File: src/rtl/cq_pkg.sv
package cq_pkg;

    localparam int LANES = 2;

    typedef enum logic [1:0] {
        UNIT_INT = 2'd0,
        UNIT_FP  = 2'd1,
        UNIT_LSU = 2'd2,
        UNIT_BR  = 2'd3
    } unit_e;

    typedef struct packed {
        logic  busy;
        logic  done;
        unit_e unit;
    } cq_entry_t;

    function automatic int lesser(input int a, input int b);
        return (a < b) ? a : b;
    endfunction

endpackage

File: src/rtl/cq_ptr.sv
module cq_ptr #(
    parameter  int DEPTH = 6,
    localparam int IDXW  = $clog2(DEPTH),
    localparam int CNTW  = $clog2(DEPTH + 1)
) (
    input  logic            clk,
    input  logic            rst,
    input  logic [1:0]      push_n,
    input  logic [1:0]      pop_n,
    output logic [IDXW-1:0] head_i,
    output logic [IDXW-1:0] head_i1,
    output logic [IDXW-1:0] tail_i,
    output logic [IDXW-1:0] tail_i1,
    output logic [CNTW-1:0] occ
);

    logic            h_w, t_w;
    logic [IDXW-1:0] h_i, t_i;

    function automatic logic [IDXW:0] step(input logic w, input logic [IDXW-1:0] i,
                                           input logic [1:0] n);
        int s;
        s = int'(i) + int'(n);
        if (s >= DEPTH) return {~w, IDXW'(s - DEPTH)};
        return {w, IDXW'(s)};
    endfunction

    logic [IDXW:0] h_next, t_next, h_plus1, t_plus1;

    always_comb begin
        h_next  = step(h_w, h_i, pop_n);
        t_next  = step(t_w, t_i, push_n);
        h_plus1 = step(h_w, h_i, 2'd1);
        t_plus1 = step(t_w, t_i, 2'd1);
    end

    always_ff @(posedge clk) begin
        if (rst) begin
            h_w <= 1'b0;
            h_i <= '0;
            t_w <= 1'b0;
            t_i <= '0;
        end else begin
            {h_w, h_i} <= h_next;
            {t_w, t_i} <= t_next;
        end
    end

    always_comb begin
        if (h_w == t_w) occ = CNTW'(int'(t_i) - int'(h_i));
        else            occ = CNTW'(DEPTH - int'(h_i) + int'(t_i));
    end

    assign head_i  = h_i;
    assign tail_i  = t_i;
    assign head_i1 = h_plus1[IDXW-1:0];
    assign tail_i1 = t_plus1[IDXW-1:0];

endmodule

File: src/rtl/cq_grant.sv
module cq_grant #(
    parameter  int DEPTH  = 6,
    parameter  bit BYPASS = 1'b0,
    localparam int CNTW   = $clog2(DEPTH + 1)
) (
    input  logic [1:0]      req,
    input  logic [CNTW-1:0] occ,
    input  logic [1:0]      ret_n,
    output logic [1:0]      grant,
    output logic            hold
);
    import cq_pkg::*;

    always_comb begin
        int free_n;
        int want;
        int g;
        free_n = DEPTH - int'(occ) + (BYPASS ? int'(ret_n) : 0);
        want   = lesser(int'(req), LANES);
        g      = lesser(want, free_n);
        grant  = 2'(g);
        hold   = int'(req) > g;
    end

endmodule

File: src/rtl/cq_entries.sv
module cq_entries #(
    parameter  int DEPTH = 6,
    parameter  int NFIN  = 2,
    localparam int IDXW  = $clog2(DEPTH),
    localparam int CNTW  = $clog2(DEPTH + 1)
) (
    input  logic                      clk,
    input  logic                      rst,
    input  logic [IDXW-1:0]           head_i,
    input  logic [IDXW-1:0]           head_i1,
    input  logic [IDXW-1:0]           tail_i,
    input  logic [IDXW-1:0]           tail_i1,
    input  logic [CNTW-1:0]           occ,
    input  logic [1:0]                grant,
    input  cq_pkg::unit_e             unit0,
    input  cq_pkg::unit_e             unit1,
    input  logic [NFIN-1:0]           fin_vld,
    input  logic [NFIN-1:0][IDXW-1:0] fin_idx,
    output logic [1:0]                ret_vld,
    output cq_pkg::unit_e             ret_u0,
    output cq_pkg::unit_e             ret_u1,
    output logic                      fin_err
);
    import cq_pkg::*;

    cq_entry_t       q [DEPTH];
    logic [DEPTH-1:0] mark;
    logic [NFIN-1:0]  bad;

    // Finish decode: a mark lands only on an occupied slot.
    always_comb begin
        mark = '0;
        bad  = fin_vld;
        for (int p = 0; p < NFIN; p++) begin
            for (int e = 0; e < DEPTH; e++) begin
                if (fin_vld[p] && fin_idx[p] == IDXW'(e) && q[e].busy) begin
                    mark[e] = 1'b1;
                    bad[p]  = 1'b0;
                end
            end
        end
    end

    assign fin_err = |bad;

    // In-order two-lane retirement from the head.
    always_comb begin
        ret_vld[0] = (occ != '0) && q[head_i].done;
        ret_vld[1] = ret_vld[0] && (occ >= CNTW'(2)) && q[head_i1].done;
        ret_u0     = q[head_i].unit;
        ret_u1     = q[head_i1].unit;
    end

    always_ff @(posedge clk) begin
        for (int e = 0; e < DEPTH; e++) begin
            if (rst) begin
                q[e] <= '0;
            end else begin
                if (mark[e]) q[e].done <= 1'b1;
                if ((ret_vld[0] && head_i == IDXW'(e)) ||
                    (ret_vld[1] && head_i1 == IDXW'(e)))
                    q[e] <= '0;
                if (grant != 2'd0 && tail_i == IDXW'(e))
                    q[e] <= '{busy: 1'b1, done: 1'b0, unit: unit0};
                else if (grant == 2'd2 && tail_i1 == IDXW'(e))
                    q[e] <= '{busy: 1'b1, done: 1'b0, unit: unit1};
            end
        end
    end

endmodule

File: src/rtl/cq_ctrl.sv
module cq_ctrl #(
    parameter  int DEPTH  = 6,
    parameter  bit BYPASS = 1'b0,
    parameter  int NFIN   = 2,
    localparam int IDXW   = $clog2(DEPTH)
) (
    input  logic                      clk,
    input  logic                      rst,
    input  logic [1:0]                disp_req,
    input  logic [1:0]                disp_unit0,
    input  logic [1:0]                disp_unit1,
    output logic [1:0]                disp_grant,
    output logic [IDXW-1:0]           disp_idx0,
    output logic [IDXW-1:0]           disp_idx1,
    output logic                      iq_hold,
    input  logic [NFIN-1:0]           fin_vld,
    input  logic [NFIN-1:0][IDXW-1:0] fin_idx,
    output logic                      fin_err,
    output logic [1:0]                ret_vld,
    output logic [1:0]                ret_unit0,
    output logic [1:0]                ret_unit1
);
    import cq_pkg::*;

    localparam int CNTW = $clog2(DEPTH + 1);

    logic [IDXW-1:0] head_i, head_i1, tail_i, tail_i1;
    logic [CNTW-1:0] occ;
    logic [1:0]      ret_n;
    unit_e           ru0, ru1;

    assign ret_n = 2'(ret_vld[0]) + 2'(ret_vld[1]);

    cq_ptr #(.DEPTH(DEPTH)) u_ptr (
        .clk    (clk),
        .rst    (rst),
        .push_n (disp_grant),
        .pop_n  (ret_n),
        .head_i (head_i),
        .head_i1(head_i1),
        .tail_i (tail_i),
        .tail_i1(tail_i1),
        .occ    (occ)
    );

    cq_grant #(.DEPTH(DEPTH), .BYPASS(BYPASS)) u_grant (
        .req  (disp_req),
        .occ  (occ),
        .ret_n(ret_n),
        .grant(disp_grant),
        .hold (iq_hold)
    );

    cq_entries #(.DEPTH(DEPTH), .NFIN(NFIN)) u_ent (
        .clk    (clk),
        .rst    (rst),
        .head_i (head_i),
        .head_i1(head_i1),
        .tail_i (tail_i),
        .tail_i1(tail_i1),
        .occ    (occ),
        .grant  (disp_grant),
        .unit0  (unit_e'(disp_unit0)),
        .unit1  (unit_e'(disp_unit1)),
        .fin_vld(fin_vld),
        .fin_idx(fin_idx),
        .ret_vld(ret_vld),
        .ret_u0 (ru0),
        .ret_u1 (ru1),
        .fin_err(fin_err)
    );

    assign disp_idx0 = tail_i;
    assign disp_idx1 = tail_i1;
    assign ret_unit0 = ru0;
    assign ret_unit1 = ru1;

endmodule

File: config.mk
export PLATFORM = sky130hd
export DESIGN_NAME = cq_ctrl
export DESIGN_NICKNAME = d
export VERILOG_FILES = /design/src/rtl/cq_pkg.sv /design/src/rtl/cq_ptr.sv /design/src/rtl/cq_grant.sv /design/src/rtl/cq_entries.sv /design/src/rtl/cq_ctrl.sv
export SDC_FILE = /design/constraint.sdc
export NUM_CORES = 1
export LEC_CHECK = 0
export BUFFER_PORTS_ARGS = -buffer_cell sky130_fd_sc_hd__clkbuf_2
export CAP_MARGIN = 10
export CELL_PAD_IN_SITES_DETAIL_PLACEMENT = 0
export CELL_PAD_IN_SITES_GLOBAL_PLACEMENT = 1
export CORE_ASPECT_RATIO = 1.5
export CORE_MARGIN = 8
export CORE_UTILIZATION = 46
export DETAILED_ROUTE_END_ITERATION = 10
export PLACE_DENSITY_LB_ADDON = 0.1
export SLEW_MARGIN = 5
export SYNTH_ARGS = -nofsm -noshare
export SYNTH_HDL_FRONTEND = slang
export SYNTH_HIERARCHICAL = 1
export SYNTH_SLANG_ARGS = --single-unit
File: constraint.sdc
create_clock -name clk -period 4.4 [get_ports clk]
set_input_delay 0.22 -clock clk [delete_from_list [all_inputs] [get_ports clk]]
set_output_delay 0.22 -clock clk [all_outputs]
set_load 0.02 [all_outputs]
# --- Word-level counts from Yosys, hierarchy flattened ---
# Memories as Yosys holds them, arrays and structs flattened. A register that Yosys moved wholly into a read port is not among the register bits.
# Index checks and enable logic that the tools add are counted.
# W data, S select, Z words.
op_classes:
  addsub: 13
  n_lt_le_gt_ge: 8
  n_eq_ne: 32
  n_mux: 180
  bitwise_logic: 62
  n_reduce_logical: 66
op_table:
  columns: ["cell", "n"]
  rows:
  - ["$mux W1", 150]
  - ["$or A1 B1 Y1", 60]
  - ["$logic_and A1 B1 Y1", 51]
  - ["$mux W2", 19]
  - ["$eq A3 B2 Y1 const B", 12]
  - ["$eq A3 B3 Y1 const B", 12]
  - ["$gt A3 B32 Y1", 1]
  - ["$lt A32 B32 Y1", 1]
  - ["$mux W32", 1]
  - ["$mux W3", 8]
  - ["$eq A3 B1 Y1 const B", 6]
  - ["$logic_not A3 Y1", 6]
  - ["$ge A4 B3 Y1 const B", 4]
  - ["$sub A3 B2 Y3 const B", 4]
  - ["$add A3 B1 Y4 const B", 2]
  - ["$add A3 B2 Y4", 2]
  - ["$mux W4", 2]
  - ["$logic_or A1 B1 Y1", 6]
  - ["$sub A3 B3 Y4 const A", 1]
  - ["$add A3 B3 Y3", 1]
  - ["$ge A3 B2 Y1 const B", 1]
  - ["$reduce_bool A3 Y1", 1]
  - ["$sub A3 B3 Y3", 1]
  - ["$sub A3 B3 Y3 const A", 1]
  - ["other kinds (7)", 8]
word_totals:
  regBits: 8
  ramBits: 24
  out_inout_bits: 16
  word_cells: 366
  n_memories: 1
mem_list:
  columns: ["memory", "depth", "word_bits", "read_ports", "rd_ports_with_merged_regs", "write_ports", "line", "rtl"]
  rows:
  - ["u_ent.q", 6, 4, 8, 1, 6, "cq_entries.sv:26", "cq_entry_t q [DEPTH];"]

# --- Longest topological paths before layout ---
logic_depth:
  ltp_word: 15
  ltp_mapped: 15
  ltp_nobuf: 15

# --- Modules after synthesis ---
# The synthesis kept the hierarchy.
modules_own_cells:
  columns: ["mod", "instances", "cells_per_inst", "area_per_inst_um2", "seq_area_each_um2"]
  rows:
  - ["cq_entries", 1, 206, 2060.7, 720.7]
  - ["cq_ptr", 1, 94, 827.0, 160.2]
  - ["cq_grant", 1, 18, 128.9, 0.0]
  - ["cq_ctrl", 1, 1, 12.5, 0.0]

# --- Least setup slack after synthesis ---
# Ideal clock, no wire load.
synth_timing:
  kind: "reg-to-reg"
  from: "reg u_ptr.t_i[0], in the netlist u_ptr/tail_i[0]"
  to: "reg u_ptr.t_w"
  setup_ps: 121
  t_arrival_ps: 4118
  required_ps: 4279
  setup_slack_ps: 161
  stages_incl_launch_ff: 13
  cell_sequence: "dfxtp_1 inv_1 ha_1 fa_1 xnor2_1 ha_1 xnor2_1 o22a_1 o21ai_1 ha_1 fa_1 a22oi_2 mux2_4"
synth_via:
  elab_chain_len: 8
  elab_cells_between_ends: 9
  classes_between: "4 x add/sub; 2 x order compare; 3 x mux"
synth_lines:
  columns: ["element", "line", "rtl"]
  rows:
  - ["start, declared", "cq_ptr.sv:18", "logic [IDXW-1:0] h_i, t_i;"]
  - ["start signal, assigned", "cq_ptr.sv:45", "{t_w, t_i} <= t_next;"]
  - ["$add A3 B3 Y3 or $sub A3 B3 Y3 (tied branches)", "cq_ptr.sv:51, cq_ptr.sv:50", null]
  - ["$mux W3 *", "cq_ptr.sv:50", "if (h_w == t_w) occ = CNTW'(int'(t_i) - int'(h_i));"]
  - ["net occ[1]", "cq_ctrl.sv:28", "logic [CNTW-1:0] occ;"]
  - ["$sub A3 B3 Y4 *", "cq_grant.sv:18", "free_n = DEPTH - int'(occ) + (BYPASS ? int'(ret_n) : 0);"]
  - ["$lt A32 B32 Y1 *", "cq_pkg.sv:19", "return (a < b) ? a : b;"]
  - ["$mux W32 *", "cq_pkg.sv:19", null]
  - ["net disp_grant[0]", "cq_ctrl.sv:12", "output logic [1:0] disp_grant,"]
  - ["$add A3 B2 Y4 *", "cq_ptr.sv:23", "s = int'(i) + int'(n);"]
  - ["$ge A4 B3 Y1 *", "cq_ptr.sv:24", "if (s >= DEPTH) return {~w, IDXW'(s - DEPTH)};"]
  - ["$mux W1 *", "cq_ptr.sv:24", null]
  - ["end signal, assigned", "cq_ptr.sv:45", null]
  - ["end, declared", "cq_ptr.sv:17", "logic h_w, t_w;"]
# Mark *: on every way through the listed nets, which the timed path passes. The rest lies on a longest branch.
# A chain may end at the register's enable or synchronous reset.

==> flow_summary_export.csv <==
group,metric,value,unit
floorplan,die_h,115,µm
grt,grt_pass1_wl,13300,µm
timing,fin_crit,3870,ps
synth,synth_area_leaders,"edfxtp_1 24%, ha_1 6.6%, dfxtp_1 5.3%, mux4_2 5.2%, mux2i_1 3.3%",
cts,cts_buffers,5,
timing,finalMaxSlewViolations,0,
setup_path,crit_path_end,"u_ent/q[5][0]",
setup_path,reg2reg_depth,12,
detailed_routing,wl_met1,3170,µm
synth,synth_ff_type,"edfxtp_1",
synth,synth_top_area_share,0.238,
floorplan,fp.dieW,82.3,µm
timing,timing.fmax,259,MHz
floorplan,std_cell_rows,36,
detailed_routing,drt-total-wl,8230,µm
setup_path,path_cells,"buf_4 -> fa_1 -> xnor2_1 -> ha_1 -> xnor2_1 -> nor3b_1 -> o21ai_1 -> buf_4 -> o21ai_0 -> nor2_1 -> a311oi_1 -> nand3_1",
cts,post_cts_buffers,0,
detailed_routing,ant_nets,0,
detailed_routing,via_count,2622,
setup_path,crit_buf_inv,2,
timing,setup_ws,534,ps
placed_design,gp_congestion,0.846,
synth,synth_cell_type_count,65,
setup_path,critPathArrivalTime,3860,ps
setup_path,critical_path.top_delay_family,"compound AO/OA/AOI/OAI gates",
floorplan,ios,32,
timing,hold_ws,329,ps
setup_path,crit_path_top_delay_cell,"fa_1",
synth,syn-instance-count,319,
pwr,p_total,2.08,mW
run_status,outcome,"finished, final reports clean",
setup_path,critPathMaxStageDelay,460,ps
timing,fin_setup_tns,0,ps
cts,clkTransAtPathRegs,70,ps
grt,grt_pass1_vias,2733,
pwr,peakVddDrop,344,µV
setup_path,start_kind,"register",
setup_path,path_class,"reg -> reg",
setup_path,r2r-end,"u_ent/q[5][0]",
synth,synth_top_area_cell,"edfxtp_1",
cts,clk_latency,290,ps
synth,syn_nets,354,
grt,grt_max_degree,24,
cts,ctsHoldBuffers,0,
grt,antenna_found_initial,0,
detailed_routing,drc,0,
detailed_routing,top_layer_used,"met4",
cts,cts-root-buf,"clkbuf_8",
cts,cts_buffer_depth,2,
synth,synth_edf_count,24,
pwr,powerDensity,618,nW/µm²
synth,syn_avg_cell_area,9.50,µm²
placed_design,dpl_worst_slack,574,ps
floorplan,core,6440,µm²
cts,cts-htree-levels,2,
grt,grt-ovfl-total,0,
synth,ys_seq_area_frac,0.291,
timing,finalHoldViolations,0,
synth,synth_commonest_cells,"24 x edfxtp_1, 21 x nand2_1, 21 x nor2_1",
placed_design,hpwl,6600,µm
setup_path,path_max_fanout,21,
synth,synthArstFlopShare,0,
detailed_routing,drtIter0Drc,158,
synth,yosysMostFrequentCell,"edfxtp_1",
setup_path,worstSetupPathDepth,12,
flow_run,drv_cap,0,
timing,rsz0062_at_grt,"false",
setup_path,worstSetupEndpointType,"register",
synth,synth_seq_cells,32,
layout,antenna_cells,0,
detailed_routing,post_drt_wl_per_cell,19.0,µm
timing,skew,7.06,ps
hold_path,hp-class,"in -> reg",
layout,area.growth.synth_to_final,11.1,%
synth,yosysWarnings,6,
setup_path,critPathLaunch,"u_ptr/head_i[1]",
timing,relSlewSlack,0.639,
setup_path,worst-r2r-setup-slack,530,ps
cts,ctsResizeCount,0,
detailed_routing,firstDrtPassIters,4,
layout,final_layout_size_suffix_gt1_frac,0.219,
detailed_routing,viasPerCell,6.07,
cts,clock_sinks,32,
detailed_routing,dr_wl_met3,334,µm
timing,setup_viol,0,
grt,grt_usage,0.183,
timing,worst_pin_slew,534,ps
floorplan,start_util,0.470,
cts,cts_tree,"built",
setup_path,r2r_start,"u_ptr/head_i[1]",
placed_design,portBuffers,31,
timing,min_period_over_period,0.879,
floorplan,die_area,9490,µm²
layout,nNetsFinal,390,
detailed_routing,dr_wl_met2,4540,µm
synth,syn_area,3030,µm²
setup_path,required,4400,ps
pwr,p_leak,1.39,nW
layout,fin_util,0.523,
==> routing by layer <==
metal,up-vias,track usage
met2,56,0.341
met5,-,0
met1,1269,0.188
li1,1286,-
met4,0,0.0741
met3,11,0.0336
==> power breakdown <==
| part | internal, mW | switching, mW |
|---|---|---|
| Sequential | 0.430 | 0.0625 |
| Combinational | 0.522 | 0.784 |
| Clock | 0.168 | 0.116 |
==> state kept, by name (all words and copies together), names as in the netlist <==
signal	cells
u_ptr/h_w	1
u_ent/q	24
u_ptr/head_i	3
u_ptr/tail_i	3
u_ptr/t_w	1
==> cells by family (layout without fill, tap and decap cells) <==
group / Yosys count / after routing / share of synthesized area
AOI/OAI and AO/OA: 65 / 65 / 0.150
xor gates and xnor gates: 8 / 8 / 0.0293
adders and majority gates: 19 / 19 / 0.0859
buffers and inverters: 29 / 66 / 0.0578
DFF: 32 / 32 / 0.291
muxes: 26 / 26 / 0.120
and+or+nand+nor: 140 / 140 / 0.266
==> metrics by stage <==
stage          instance area, µm²  instances
6_report                     3370        432
5_1_grt                      3370        432
4_1_cts                      3370        432
3_5_place_dp                 3250        424
3_3_place_gp                 3250        424
2_1_floorplan                3030        319
==> worst min-delay path by stage <==
| stage | startpoint | to | slack (ps) | cells past startpoint |
|---|---|---|---|---|
| after floorplan | disp_unit1[0] | u_ent/q[1][0] | 420 | 1 |
| after global placement | u_ptr/h_w | u_ptr/h_w | 570 | 2 |
| after detailed placement | u_ptr/h_w | u_ptr/h_w | 580 | 2 |
| after CTS | disp_unit1[1] | u_ent/q[5][1] | 320 | 2 |
| after global routing | disp_unit1[1] | u_ent/q[3][1] | 340 | 3 |
| final | disp_unit1[1] | u_ent/q[5][1] | 330 | 2 |
==> layout by cell type (no fill, tap or decap), types with 4 or more instances in the layout <==
| cell | synthesis | routed |
|---|---|---|
| clkbuf_2 | 0 | 31 |
| nor4_1 | 4 | 4 |
| nor2b_1 | 9 | 9 |
| a32o_1 | 4 | 4 |
| dfxtp_1 | 8 | 8 |
| a22o_1 | 6 | 6 |
| buf_4 | 0 | 13 |
| nand2b_1 | 8 | 8 |
| nand2_1 | 21 | 21 |
| o21ai_0 | 15 | 15 |
| xnor2_1 | 4 | 4 |
| nor2_1 | 21 | 21 |
| nor4b_1 | 5 | 5 |
| nor3_1 | 15 | 15 |
| inv_1 | 14 | 14 |
| nand4_1 | 5 | 5 |
| o21a_1 | 4 | 4 |
| ha_1 | 16 | 16 |
| edfxtp_1 | 24 | 24 |
| nor3b_1 | 7 | 7 |
| nand4b_1 | 4 | 4 |
| nand3_1 | 15 | 15 |
| clkbuf_8 | 5 | 5 |
| mux2i_1 | 10 | 10 |
| mux4_2 | 7 | 7 |
| nand3b_1 | 5 | 5 |
| a21oi_1 | 13 | 13 |
| mux2_2 | 6 | 6 |
| or2_2 | 4 | 4 |
==> area by class of cell <==
class	count	area (µm²)
Clock buffer	5	68.8
Clock inverter	3	42.5
Fill cell	663	3080
Inverter	14	52.6
Multi-Input combinational cell	258	1970
Sequential cell	32	881
Tap cell	76	95.1
Timing Repair Buffer	44	253
Note: power is estimated with default switching activity, not from simulation.
